===== src/rtl/hib_pkg.sv =====
package hib_pkg;
  typedef enum logic {ST_ACTIVE = 1'b0, ST_HIB = 1'b1} hib_state_e;
  typedef struct packed {
    logic rtc;
    logic pin;
  } wake_src_t;
endpackage


===== src/rtl/hib_sync.sv =====
module hib_sync (
  input  logic clk,
  input  logic rst_n,
  input  logic async_in,
  output logic sync_out
);
  logic stg1;
  always_ff @(posedge clk or negedge rst_n) begin
    if (!rst_n) begin
      stg1     <= 1'b0;
      sync_out <= 1'b0;
    end else begin
      stg1     <= async_in;
      sync_out <= stg1;
    end
  end
endmodule


===== src/rtl/hib_prescaler.sv =====
module hib_prescaler #(
  parameter int LO_W = 15,
  parameter int HI_W = 22
) (
  input  logic clk,
  input  logic rst_n,
  input  logic sel,
  output logic tick
);
  localparam int CW = (HI_W > LO_W) ? HI_W : LO_W;
  logic [CW-1:0] cnt;

  always_ff @(posedge clk or negedge rst_n) begin
    if (!rst_n) cnt <= '0;
    else        cnt <= cnt + 1'b1;
  end

  always_comb begin
    if (sel) tick = &cnt[HI_W-1:0];
    else     tick = &cnt[LO_W-1:0];
  end

  // ticks never come on consecutive cycles
  a_r4_tick_spacing: assert property (@(posedge clk) disable iff (!rst_n)
    tick |=> !tick);
endmodule


===== src/rtl/hib_rtc.sv =====
module hib_rtc #(
  parameter int SEC_W = 32
) (
  input  logic             clk,
  input  logic             rst_n,
  input  logic             tick,
  input  logic             match_en,
  input  logic [SEC_W-1:0] match_val,
  output logic [SEC_W-1:0] sec,
  output logic             match_hit,
  output logic             match_level
);
  logic [SEC_W-1:0] sec_nxt;
  assign sec_nxt = sec + 1'b1;

  always_ff @(posedge clk or negedge rst_n) begin
    if (!rst_n) begin
      sec       <= '0;
      match_hit <= 1'b0;
    end else begin
      if (tick) sec <= sec_nxt;
      match_hit <= match_en && tick && (sec_nxt == match_val);
    end
  end

  assign match_level = match_en && (sec == match_val);

  a_r4_sec_step: assert property (@(posedge clk) disable iff (!rst_n)
    tick |=> (sec == $past(sec) + 1'b1));
  a_r4_sec_hold: assert property (@(posedge clk) disable iff (!rst_n)
    !tick |=> $stable(sec));
  a_r5_hit_on_equal: assert property (@(posedge clk) disable iff (!rst_n)
    match_hit |-> (sec == match_val));
endmodule


===== src/rtl/hib_fsm.sv =====
module hib_fsm
  import hib_pkg::*;
(
  input  logic       clk,
  input  logic       rst_n,
  input  logic       hib_req,
  input  logic       pin_s,
  input  logic       match_hit,
  input  logic       match_level,
  input  logic       batt_low,
  input  logic       veto_en,
  input  logic       status_clr,
  output logic       hib_out,
  output wake_src_t  cause,
  output logic       refused
);
  hib_state_e state, state_nxt;
  logic veto, refuse, wake_ev, enter;

  always_comb begin
    veto      = veto_en && batt_low;
    refuse    = (state == ST_ACTIVE) && hib_req && veto;
    enter     = (state == ST_ACTIVE) && hib_req && !veto && !pin_s && !match_level;
    wake_ev   = (state == ST_HIB) && (pin_s || match_hit);
    state_nxt = state;
    if (enter)   state_nxt = ST_HIB;
    if (wake_ev) state_nxt = ST_ACTIVE;
  end

  always_ff @(posedge clk or negedge rst_n) begin
    if (!rst_n) begin
      state   <= ST_ACTIVE;
      cause   <= '0;
      refused <= 1'b0;
    end else begin
      state <= state_nxt;
      if (status_clr) begin
        cause   <= '0;
        refused <= 1'b0;
      end
      if (wake_ev) begin
        cause.pin <= (status_clr ? 1'b0 : cause.pin) | pin_s;
        cause.rtc <= (status_clr ? 1'b0 : cause.rtc) | match_hit;
      end
      if (refuse) refused <= 1'b1;
    end
  end

  assign hib_out = (state == ST_HIB);

  a_r7_veto_blocks: assert property (@(posedge clk) disable iff (!rst_n)
    (!hib_out && hib_req && batt_low && veto_en) |=> (!hib_out && refused));
  a_r3_pin_exits: assert property (@(posedge clk) disable iff (!rst_n)
    (hib_out && pin_s) |=> (!hib_out && cause.pin));
  a_r5_match_exits: assert property (@(posedge clk) disable iff (!rst_n)
    (hib_out && match_hit) |=> (!hib_out && cause.rtc));
  a_r8_no_entry_on_wake: assert property (@(posedge clk) disable iff (!rst_n)
    (!hib_out && (pin_s || match_level)) |=> !hib_out);
  a_r10_clear: assert property (@(posedge clk) disable iff (!rst_n)
    (status_clr && !hib_out) |=> (cause == '0));
endmodule


===== src/rtl/hib_seq.sv =====
module hib_seq
  import hib_pkg::*;
#(
  parameter int LO_W  = 15,
  parameter int HI_W  = 22,
  parameter int SEC_W = 32
) (
  input  logic             clk,
  input  logic             rst_n,
  input  logic             clk_sel,
  input  logic             hib_req,
  input  logic             wake_pin,
  input  logic             match_en,
  input  logic [SEC_W-1:0] match_val,
  input  logic             batt_low,
  input  logic             veto_en,
  input  logic             status_clr,
  output logic             hib_out,
  output logic [1:0]       wake_cause,
  output logic             entry_refused,
  output logic [SEC_W-1:0] rtc_sec
);
  logic tick, pin_s, match_hit, match_level;
  wake_src_t cause;

  hib_sync u_sync (
    .clk(clk), .rst_n(rst_n), .async_in(wake_pin), .sync_out(pin_s)
  );

  hib_prescaler #(.LO_W(LO_W), .HI_W(HI_W)) u_presc (
    .clk(clk), .rst_n(rst_n), .sel(clk_sel), .tick(tick)
  );

  hib_rtc #(.SEC_W(SEC_W)) u_rtc (
    .clk(clk), .rst_n(rst_n), .tick(tick), .match_en(match_en),
    .match_val(match_val), .sec(rtc_sec), .match_hit(match_hit),
    .match_level(match_level)
  );

  hib_fsm u_fsm (
    .clk(clk), .rst_n(rst_n), .hib_req(hib_req), .pin_s(pin_s),
    .match_hit(match_hit), .match_level(match_level), .batt_low(batt_low),
    .veto_en(veto_en), .status_clr(status_clr), .hib_out(hib_out),
    .cause(cause), .refused(entry_refused)
  );

  assign wake_cause = cause;
endmodule


===== config.mk =====
export PLATFORM = sky130hd
export DESIGN_NAME = hib_seq
export DESIGN_NICKNAME = d
export VERILOG_FILES = /design/src/rtl/hib_pkg.sv /design/src/rtl/hib_sync.sv /design/src/rtl/hib_prescaler.sv /design/src/rtl/hib_rtc.sv /design/src/rtl/hib_fsm.sv /design/src/rtl/hib_seq.sv
export SDC_FILE = /design/constraint.sdc
export NUM_CORES = 1
export LEC_CHECK = 0
export BUFFER_PORTS_ARGS = -buffer_cell sky130_fd_sc_hd__buf_2
export CAP_MARGIN = 20
export CORE_ASPECT_RATIO = 1.2
export CORE_MARGIN = 3
export CORE_UTILIZATION = 50
export DETAILED_ROUTE_END_ITERATION = 12
export PLACE_DENSITY_LB_ADDON = 0.2
export SETUP_SLACK_MARGIN = 0.5
export SLEW_MARGIN = 10
export SYNTH_ARGS = -nofsm -noshare
export SYNTH_HDL_FRONTEND = slang
export SYNTH_HIERARCHICAL = 1
export SYNTH_SLANG_ARGS = --single-unit

===== constraint.sdc =====
create_clock -name clk -period 2.65 [get_ports clk]
set_input_delay 0.265 -clock clk [delete_from_list [all_inputs] [get_ports clk]]
set_output_delay 0.265 -clock clk [all_outputs]
set_load 0.1 [all_outputs]

# Word-level counts from Yosys, hierarchy flattened
# Cells that the tools add are included.
# word_totals
reg_bits	61
in_bits	41
output_inout_bits	36
elab_cells	44
# classes
addsub	2
n_eq_ne	2
mux	9
n_bitwise	3
reduce_logical	19
# op_table
operator	count
32-bit equality test	2
32-bit by 1-bit adder with 32-bit output (second input constant)	1
22-bit by 1-bit adder with 22-bit output (second input constant)	1
22-bit AND reduction	1
15-bit AND reduction	1
1-bit logical AND	10
1-bit 2-to-1 mux	7
2-bit nonzero test	3
2-bit 2-to-1 mux	2
1-bit logical NOT	3
1-bit OR	2
1-bit logical OR	1
1-bit inverter	1

# Depth between registers and ports, before layout
# Gate-level depths: netlist of the first run.
# depth
word_depth	7
ltp_mapped	11
ltp_nobuf	11

# Modules after synthesis
# The synthesis of the first run kept the hierarchy.
# modules_own_cells
mod	n_inst	cells_per_inst	area_each_um2	seq_area_each_um2
hib_rtc	1	285	2481.1	825.8
hib_prescaler	1	83	979.7	550.5
hib_fsm	1	17	173.9	100.1
hib_sync	1	2	50.0	50.0

# Worst setup path after synthesis of the first run
# No wires, ideal clock.
# synth_path
kind	reg2reg
from	reg u_rtc.sec[0]
to	reg u_rtc.match_hit
setup_ns	0.100
arrival_time_ns	3.271
required_ns	2.550
setup_slack_ns	-0.722
stages_incl_launch_ff	10
path_buffers	1
period_less_slack_ns	3.372
cell_sequence	dfrtp_1 > ha_1 > nand4_1 > nor3_1 > clkbuf_1 > nand3_1 > xnor2_1 > o2111ai_1 > or4_1 > nor4bb_1
# synth_between
elab_chain_cells	3
# synth_lines
element	line	source
start, declared	hib_rtc.sv:9	output logic [SEC_W-1:0] sec,
start signal, assigned	hib_rtc.sv:21	if (tick) sec <= sec_nxt;
32-bit by 1-bit adder with 32-bit output	hib_rtc.sv:14	assign sec_nxt = sec + 1'b1;
32-bit equality test	hib_rtc.sv:22	match_hit <= match_en && tick && (sec_nxt == match_val);
1-bit logical AND	hib_rtc.sv:22	
end signal, assigned	hib_rtc.sv:22	
end, declared	hib_rtc.sv:10	output logic match_hit,
# No other way between the ends.
# A chain may end at the register's enable or synchronous reset.

# Final worst setup path of the first run
# layout_path
from	reg u_presc.cnt[1]
to	reg u_rtc.match_hit
# layout_between
elab_chain_cells	4
word_cells_on_any_way	5
classes_between	mux (1); reduce/logical (4)
# layout_lines
element	line	source
start, declared	hib_prescaler.sv:11	logic [CW-1:0] cnt;
start signal, assigned	hib_prescaler.sv:15	else cnt <= cnt + 1'b1;
22-bit AND reduction / 15-bit AND reduction (equally long branches)	hib_prescaler.sv:19, hib_prescaler.sv:20	
1-bit 2-to-1 mux (*)	hib_prescaler.sv:19	if (sel) tick = &cnt[HI_W-1:0];
named net tick	hib_seq.sv:23	logic tick, pin_s, match_hit, match_level;
1-bit logical AND (*) (2 in a row)	hib_rtc.sv:22	
# Mark *: on every way through the listed nets, which the timed path passes. The rest lies on a longest branch.

==> impl.org, run 1 <==
** Clock tree
- TritonCTS sink count :: 61
- CTS built an H-tree with a depth of 3.
- Worst-skew pair later-pin latency :: between 300 and 400 ps
- The longest clock path from root to sink contains 2 buffers.
- The number of clock buffers added by TritonCTS is 9.
- The root buffer cell chosen for the clock tree is sky130_fd_sc_hd__clkbuf_8.
- Clock tree from TritonCTS :: built
- Clock-pin slew of the registers on the worst-case setup and hold paths :: 70 ps

** Logic synthesis
- Largest area contributor in the synthesized netlist :: sky130_fd_sc_hd__dfrtp_1
- Number of synthesized register bits :: 61
- After synthesis the cells add up to 3685 µm².
- Number of enable-type register cells in the synthesized netlist :: 0
- Synthesized net count :: 430
- After synthesis, flip-flops and latches occupy between 40 and 50% of the total area.
- Of all flip-flops after synthesis, the portion carrying an async set or reset was between 90% and 100%.
- Post-synth top cells :: 63 x sky130_fd_sc_hd__xnor2_1, 61 x sky130_fd_sc_hd__dfrtp_1, 43 x sky130_fd_sc_hd__nand2_1
- In the post-synthesis netlist, the biggest area contributors are sky130_fd_sc_hd__dfrtp_1 41%, sky130_fd_sc_hd__xnor2_1 15%, sky130_fd_sc_hd__xor2_1 9.7%, sky130_fd_sc_hd__nand2_1 4.4%, sky130_fd_sc_hd__nand4_1 3.7%.
- In the synthesized netlist the dominant register cell turns out to be sky130_fd_sc_hd__dfrtp_1.
- Synthesis handed over a netlist of 387 instances.
- Among all cell types in the netlist, the one instantiated most often is sky130_fd_sc_hd__xnor2_1.
- Synth top area share :: roughly two fifths
- Yosys synthesis warning count :: 6
- The netlist uses 46 different library cells.
- Average cell area after synthesis :: 9.521 µm²

** Finish
- # diodes :: 0
- Number of nets in the layout :: 541
- Fin cells :: 590
- Compared with the post-synthesis result, the final layout area differs by 30.46%.
- The post-route netlist has approximately two fifths of its cells at a drive strength greater than 1.
- The layout has 569 filler cells.
- Final design area excluding fillers :: just under 5000 µm²

** Global routing
- After global routing the overflow that remains totals 0.
- Tot GR Track Use :: about a quarter
- The via count of the first global-routing pass is 3274.
- Pin count of the biggest net entering global routing :: 27
- Antenna violations before repair :: 0
- The first global-routing pass estimated between 15 and 20 mm of wire.

** Setup path
- STA classifies the critical path endpoint as a flip-flop.
- Maximum net fanout on the critical path :: 2
- The worst setup path is of the reg2reg kind.
- Launching element type of the critical path :: flip-flop
- Worst EP arrival :: 2610 ps
- The worst register-to-register path has a depth of 11.
- For the worst setup path, the data required time is 2900 ps.
- The worst register-to-register path has a setup slack of 290 ps.
- Reg-to-reg critical path endpoint :: u_rtc/match_hit
- In this run the critical register-to-register path is launched from u_presc/cnt[1].

** Detailed routing
- Drt pass-1 iters :: 4
- Drt via density :: approximately 5.6
- In the final routed layout, each cell accounts on average for 16.27 µm.
- After detailed routing, the number of remaining DRC violations is 0.
- The final route contains about 3300 vias.
- Antenna-violating nets left :: 0
- In this run, the number of DRC markers left after iteration 0 of detailed routing was ~210.
- For this block, the routed nets add up to 9.599 mm of wire.

** STA
- Headroom to the max-slew limit came out at 65.65%.
- Fin crit share :: between 80% and 90%
- Fin. Hold Viols :: 0
- Transition time of the tightest slew-check pin :: 511.3 ps
- Final setup vio count :: 0
- Achievable Freq :: 423.0 MHz
- Number of max-slew violations in the final report :: 0
- Setup slack closes at 286.1 ps.
- Maximum clock skew at final layout :: 6.886 ps
- After layout, the minimum clock period comes to about 2400 ps.
- Fin Setup TNS :: 0 ps
- Setup repair after global routing missed its margin :: true

** Power
- Dividing total power by cell area gives a power density of a little under 400 nW/µm².
- Final Total Pwr :: 1.864 mW
- Summed over all cells, the static leakage comes to 2.220 nW.
- Across the VDD grid, the largest voltage drop is 0.0002505 V.

** Placed design
- At the end of routability-driven placement, the weighted congestion stood at roughly 0.85.
- Placed cell count :: 545
- After legalization and detailed placement, the total HPWL measured 6.913 mm.
- Before CTS, the worst setup slack after placement is 45.65 ps.
- Port Buffer Count :: 76
- Placement-stage cell area :: 4300 µm²

** Flow run
- Max-cap violations :: 0

** Worst hold path
- The tightest min-delay check is of the in2reg type.
- Hold path startpoint :: wake_pin
- Endpoint of the worst hold-timing path :: u_sync/stg1
- Along the worst hold path, the cell count comes to 1.

** Die
- For this configuration, the core starts out at a cell density of 52.81%.
- Die footprint :: approximately 8400 µm²
- Number of top-level design ports :: 77
- Row count :: 33
- The total area inside the core boundary comes to 6978 µm².
- Chip Height :: between 100 and 150 µm
- Die width :: 84.37 µm

** Outcome
- Result of the run :: completed
[stage by stage]
stage          hold WS (ps)  utilization, %
6_report              24.45           68.89
5_1_grt               6.166           68.89
4_1_cts               3.615           68.14
3_5_place_dp          214.4           61.63
3_3_place_gp          201.7           61.63
2_1_floorplan        -30.59               -
[layout by cell type, fill, tap and decap left out, types with 10 or more instances in the layout]
master	count
sky130_fd_sc_hd__nand2_1	42
sky130_fd_sc_hd__nand4_1	22
sky130_fd_sc_hd__inv_1	10
sky130_fd_sc_hd__dfrtp_2	21
sky130_fd_sc_hd__nor3_1	10
sky130_fd_sc_hd__nor2_1	19
sky130_fd_sc_hd__xor2_1	41
sky130_fd_sc_hd__dfrtp_1	30
sky130_fd_sc_hd__buf_4	35
sky130_fd_sc_hd__dfrtp_4	10
sky130_fd_sc_hd__xnor2_1	61
sky130_fd_sc_hd__nand3_1	21
sky130_fd_sc_hd__buf_2	76
[flip-flops by register name, indices dropped and copies added (netlist names)]
register / flops
u_rtc/sec: 32
u_presc/cnt: 22
u_fsm/cause: 2
u_fsm/hib_out: 1
u_fsm/refused: 1
u_rtc/match_hit: 1
u_sync/stg1: 1
u_sync/sync_out: 1
[what timing repair did]
item                       4_1_cts  5_1_grt
hold endpoints to repair        16        0
gates resized for setup         12        9
hold buffers                     1        0
gates cloned                     0        0
setup endpoints to repair        5        9
setup buffers                   28        0
pin swaps                        9        2
[critical path: stages (launching register included)]
cell and delay [ps]:
sky130_fd_sc_hd__dfrtp_1 390, sky130_fd_sc_hd__ha_4 170, sky130_fd_sc_hd__nand4_4 130, sky130_fd_sc_hd__nor2_4 140, sky130_fd_sc_hd__nand2_1 90, sky130_fd_sc_hd__a21oi_2 150, sky130_fd_sc_hd__nand2_1 80, sky130_fd_sc_hd__nor4_2 120
sky130_fd_sc_hd__and3_1 180, sky130_fd_sc_hd__o2111ai_1 100, sky130_fd_sc_hd__or4_1 470, sky130_fd_sc_hd__nor4bb_1 250
[layout make-up]
type / count / area [µm²] / area share, %
inverters: 10 / 37.54 / 0.7808
repair buffers: 114 / 679.4 / 14.13
clock inverters: 7 / 51.30 / 1.067
clock buffers: 9 / 123.9 / 2.577
flip-flops and latches: 61 / 1590 / 33.08
well taps: 87 / 108.9 / 2.264
multi-input cells: 302 / 2216 / 46.10
[how the worst max path moves through the flow]
stage	depth (start not counted)	startpoint	to
floorplan	9	u_rtc/sec[8]	u_rtc/match_hit
global placement	11	u_presc/cnt[0]	u_rtc/match_hit
detailed placement	11	u_presc/cnt[0]	u_rtc/match_hit
CTS	9	u_rtc/sec[0]	u_rtc/match_hit
global route	11	u_presc/cnt[1]	u_rtc/match_hit
finish	11	u_presc/cnt[1]	u_rtc/match_hit
[routing by layer]
layer  vias up  part of all wire [%]  track usage [%]  wire [µm]
li1       1573                     -                -          -
met1      1632                    44            30.94       4264
met2       115                    49            38.09       4721
met3        13                   5.1            4.516        487
met4         0                   1.3            8.648        127
met5         -                     0                0          0
[where the power goes]
part / internal, mW / switching (mW) / leakage (nW)
Sequential: 0.936 / 0.00559 / 0.772
Combinational: 0.0632 / 0.115 / 1.36
Clock: 0.341 / 0.403 / 0.0856
Total: 1.34 / 0.523 / 2.22
[cells by family after synthesis]
family          count (synthesis)  share of synthesized area (%)
compound gates                 22                          4.007
xor+xnor                      104                          24.72
fa+ha+maj                       2                         0.6790
buf+inv                        24                          2.784
flops                          61                          41.43
mux                             1                         0.3056
simple gates                  173                          26.08
No activity file was read; power rests on OpenSTA's default activity.
==> run 2, diff against run 1 <==
CORE_ASPECT_RATIO = 0.5   (was 1.2)
==> run 2 against run 1 <==
Sequential cell count unchanged. Utilization increased by 0.62 points. Largest cell class unchanged. Worst hold slack got worse by 6.5 ps. Critical endpoint unchanged. Clock power increased by 55%. Total power increased by 22%. Global-route usage decreased by 0.36 points. Combinational power about the same. Critical path depth decreased by 1.
==> impl.org, run 2 (synthesized netlist as in run 1, its figures left out) <==
** Die
- Die footprint :: 8498 µm² (+0.69%)
- The die width came to 127.4 µm (+51%).
- Core area :: 6910 µm² (-0.97%)
- The effective utilization at floorplan is 53.32% (+0.52 points).
- The chip height came to 66.70 µm (-33%).
- Number of top-level design ports :: 77 (unchanged)
- The row count came to 21 (-36%).

** Finish
- The flip-flop count of the largest register, all copies and words added came to 32 (unchanged).
- Counting flops per register, the top entry is u_rtc/sec.
- The final-stage net count was 530 (-2.0%).
- Register area :: 1590 µm² (unchanged)
- Regs by FF count :: u_rtc/sec: 32 flops, u_presc/cnt: 22 flops, u_fsm/cause: 2 flops
- The number of antenna diodes came to 0 (unchanged).
- The filler-free cell count of the finished design was 584 (-1.0%).
- The cell area after layout was 4803 µm² (about the same).
- Number of fill cells :: 551 (-3.2%)
- Fraction of final layout cells sized beyond drive strength 1 :: 36.38% (-2.2 points)
- Area delta synth->final :: 30.36% (about the same)
- Commonest non-fill, non-tap cells in the layout :: 76 x sky130_fd_sc_hd__buf_2, 63 x sky130_fd_sc_hd__xnor2_1, 43 x sky130_fd_sc_hd__nand2_1
- The library cell used most frequently in the layout, excluding fill and tap cells, is sky130_fd_sc_hd__buf_2.
- Multi-input gate area :: 2178 µm² (-1.7%)

** STA
- The worst hold-check slack came to 17.93 ps (-6.520 ps).
- The worst-margin pin slew came to 800.4 ps (+289.1 ps).
- The final-layout setup total negative slack is 0 ps (unchanged).
- The worst setup skew after layout is 3.453 ps (-3.433 ps).
- The normalized max-slew margin was 46.64% (-19 points).
- Minimum clock period :: 2499 ps (+134.9 ps)
- The number of hold-slack violations in the final timing report came to 0 (unchanged).
- The final worst-path cycle share was 94.29% (+5.1 points).
- The peak clock frequency supported by timing was 400.2 MHz (-5.4%).
- The max-slew violation count is 0 (unchanged).
- Setup repair after global routing missed its margin :: true
- Final setup vio count :: 0 (unchanged)

** Placed design
- HPWL Detailed :: 6.700 mm (-3.1%)
- The placement-stage cell area came to 4322 µm² (+0.49%).
- RePlAce Congestion :: 0.9164 (+7.4%)
- Port Buffer Count :: 76 (unchanged)
- Placed cell count :: 552 (+1.3%)

** Setup path
- By startpoint and endpoint, the worst setup path is classified as reg2reg.
- Minimum setup slack among reg-to-reg paths :: 150 ps (-130 ps)
- Critical Path Source :: u_presc/cnt[18]
- The worst register-to-register path begins at u_presc/cnt[18].
- The highest fanout seen on the critical path was 2 (unchanged).
- Worst EP arrival :: 2730 ps (+120 ps)
- Launching element type of the critical path :: flip-flop
- Required time of the critical path :: 2880 ps (-20 ps)
- The worst setup path is captured at a flip-flop.

** Global routing
- GRT Residual Overflow :: 0 (unchanged)
- The combined global-route utilization of all metal layers was 22.94% (-0.36 points).
- The initial antenna violation count was 0 (unchanged).
- Number of global-route vias before repair :: 3002 (-8.3%)
- The global-route wire length before repair is 14.88 mm (-4.6%).
- The largest net degree at the start of global routing was 35 (+30%).

** Detailed routing
- Total DRC errors in the routed layout :: 0 (unchanged)
- The routed wire length per instance came to 16.19 µm (-0.49%).
- The total routed wirelength is 9.455 mm (-1.5%).
- The number of nets still failing antenna checks after routing came to 0 (unchanged).
- The count of TritonRoute iterations in the first routing pass was 5 (+1).
- Drt via density :: 5.526 (-2.2%)
- The via total after detailed routing is 3227 (-3.2%).
- 1st-iter DRT viols :: 176 (-15%)

** Clock tree
- The maximum clock insertion buffer count came to 2 (unchanged).
- The H-tree depth reported by CTS was 3 (unchanged).
- CTS placed an instance of sky130_fd_sc_hd__clkbuf_16 at the clock tree root.
- The number of buffers inserted during clock tree synthesis came to 9 (unchanged).
- Clock tree from TritonCTS :: built
- The number of clock sinks seen by CTS came to 61 (unchanged).
- Clock-pin slew of the registers on the worst-case setup and hold paths :: 50 ps (-20 ps)
- Worst-skew pair later-pin latency :: 330 ps (about the same)

** Power
- The post-layout total power was 2.273 mW (+22%).
- Max VDD drop :: 0.0003752 V (+50%)
- Areal power density over the cells :: 473.1 nW/µm² (+22%)
- The static power due to leakage is 2.184 nW (-1.6%).

** Outcome
- Result of the run :: completed

** Worst hold path
- Type of the most critical hold path :: in2async

** Flow run
- The number of maximum-capacitance constraint violations came to 0 (unchanged).
## run 2: power by group
part           leakage (nW)  internal, mW  total [mW]  switching (mW)
clock network         0.138         0.725        1.15           0.428
registers             0.772         0.938       0.943         0.00502
logic                  1.27        0.0615       0.176           0.115
## run 2: timing repair
| item | CTS | global route |
|---|---|---|
| pin swaps | 5 | 6 |
| hold buffers | 0 | 0 |
| setup buffers | 12 | 4 |
| gates resized for setup | 7 | 6 |
| endpoints found under the setup margin | 6 | 9 |
| hold endpoints to repair | 0 | 0 |
## run 2: path summary, 6_finish.rpt
check                             endpoint  cells past startpoint
min                          u_rtc/sec[10]                      1
max reg2reg                u_rtc/match_hit                     10
min in group clk               u_sync/stg1                      1
max                        u_rtc/match_hit                     10
min reg2reg                u_sync/sync_out                      0
max in group asynchronous    u_rtc/sec[31]                      2
## run 2: per-stage QoR
| step | worst slack, ps | utilization [%] |
|---|---|---|
| finish | 151.2 | 69.51 |
| global route | 93.31 | 69.51 |
| CTS | 165.6 | 68.59 |
| detailed placement | -26.09 | 62.54 |
| global placement | 185.2 | 62.54 |
| floorplan | 21.07 | - |
## run 2: area by class of cell
cell class,count,share of cell area (%)
multi-input cells,302,45.35
repair buffers,103,12.27
clock inverters,6,1.328
clock buffers,10,4.767
inverters,10,0.7815
well taps,92,2.396
flip-flops and latches,61,33.11
## run 2: worst max-delay path, stage by stage (launching register included)
cell and delay, ps:
sky130_fd_sc_hd__dfrtp_1 390, sky130_fd_sc_hd__and4_4 230, sky130_fd_sc_hd__and3_4 180, sky130_fd_sc_hd__nand2_1 90, sky130_fd_sc_hd__a21oi_4 210, sky130_fd_sc_hd__nand2_1 90, sky130_fd_sc_hd__nor4_2 120, sky130_fd_sc_hd__and3_1 190
sky130_fd_sc_hd__o2111ai_1 120, sky130_fd_sc_hd__or4_1 490, sky130_fd_sc_hd__nor4bb_1 290
## run 2: metal layers
metal	part of all wire, %	vias up	global-route usage (%)	routed length, µm
met5	0	-	0	0
met4	1.2	0	7.353	116
met3	7.0	10	6.966	661
met2	46	113	37.70	4386
met1	45	1553	29.25	4291
li1	-	1551	-	-
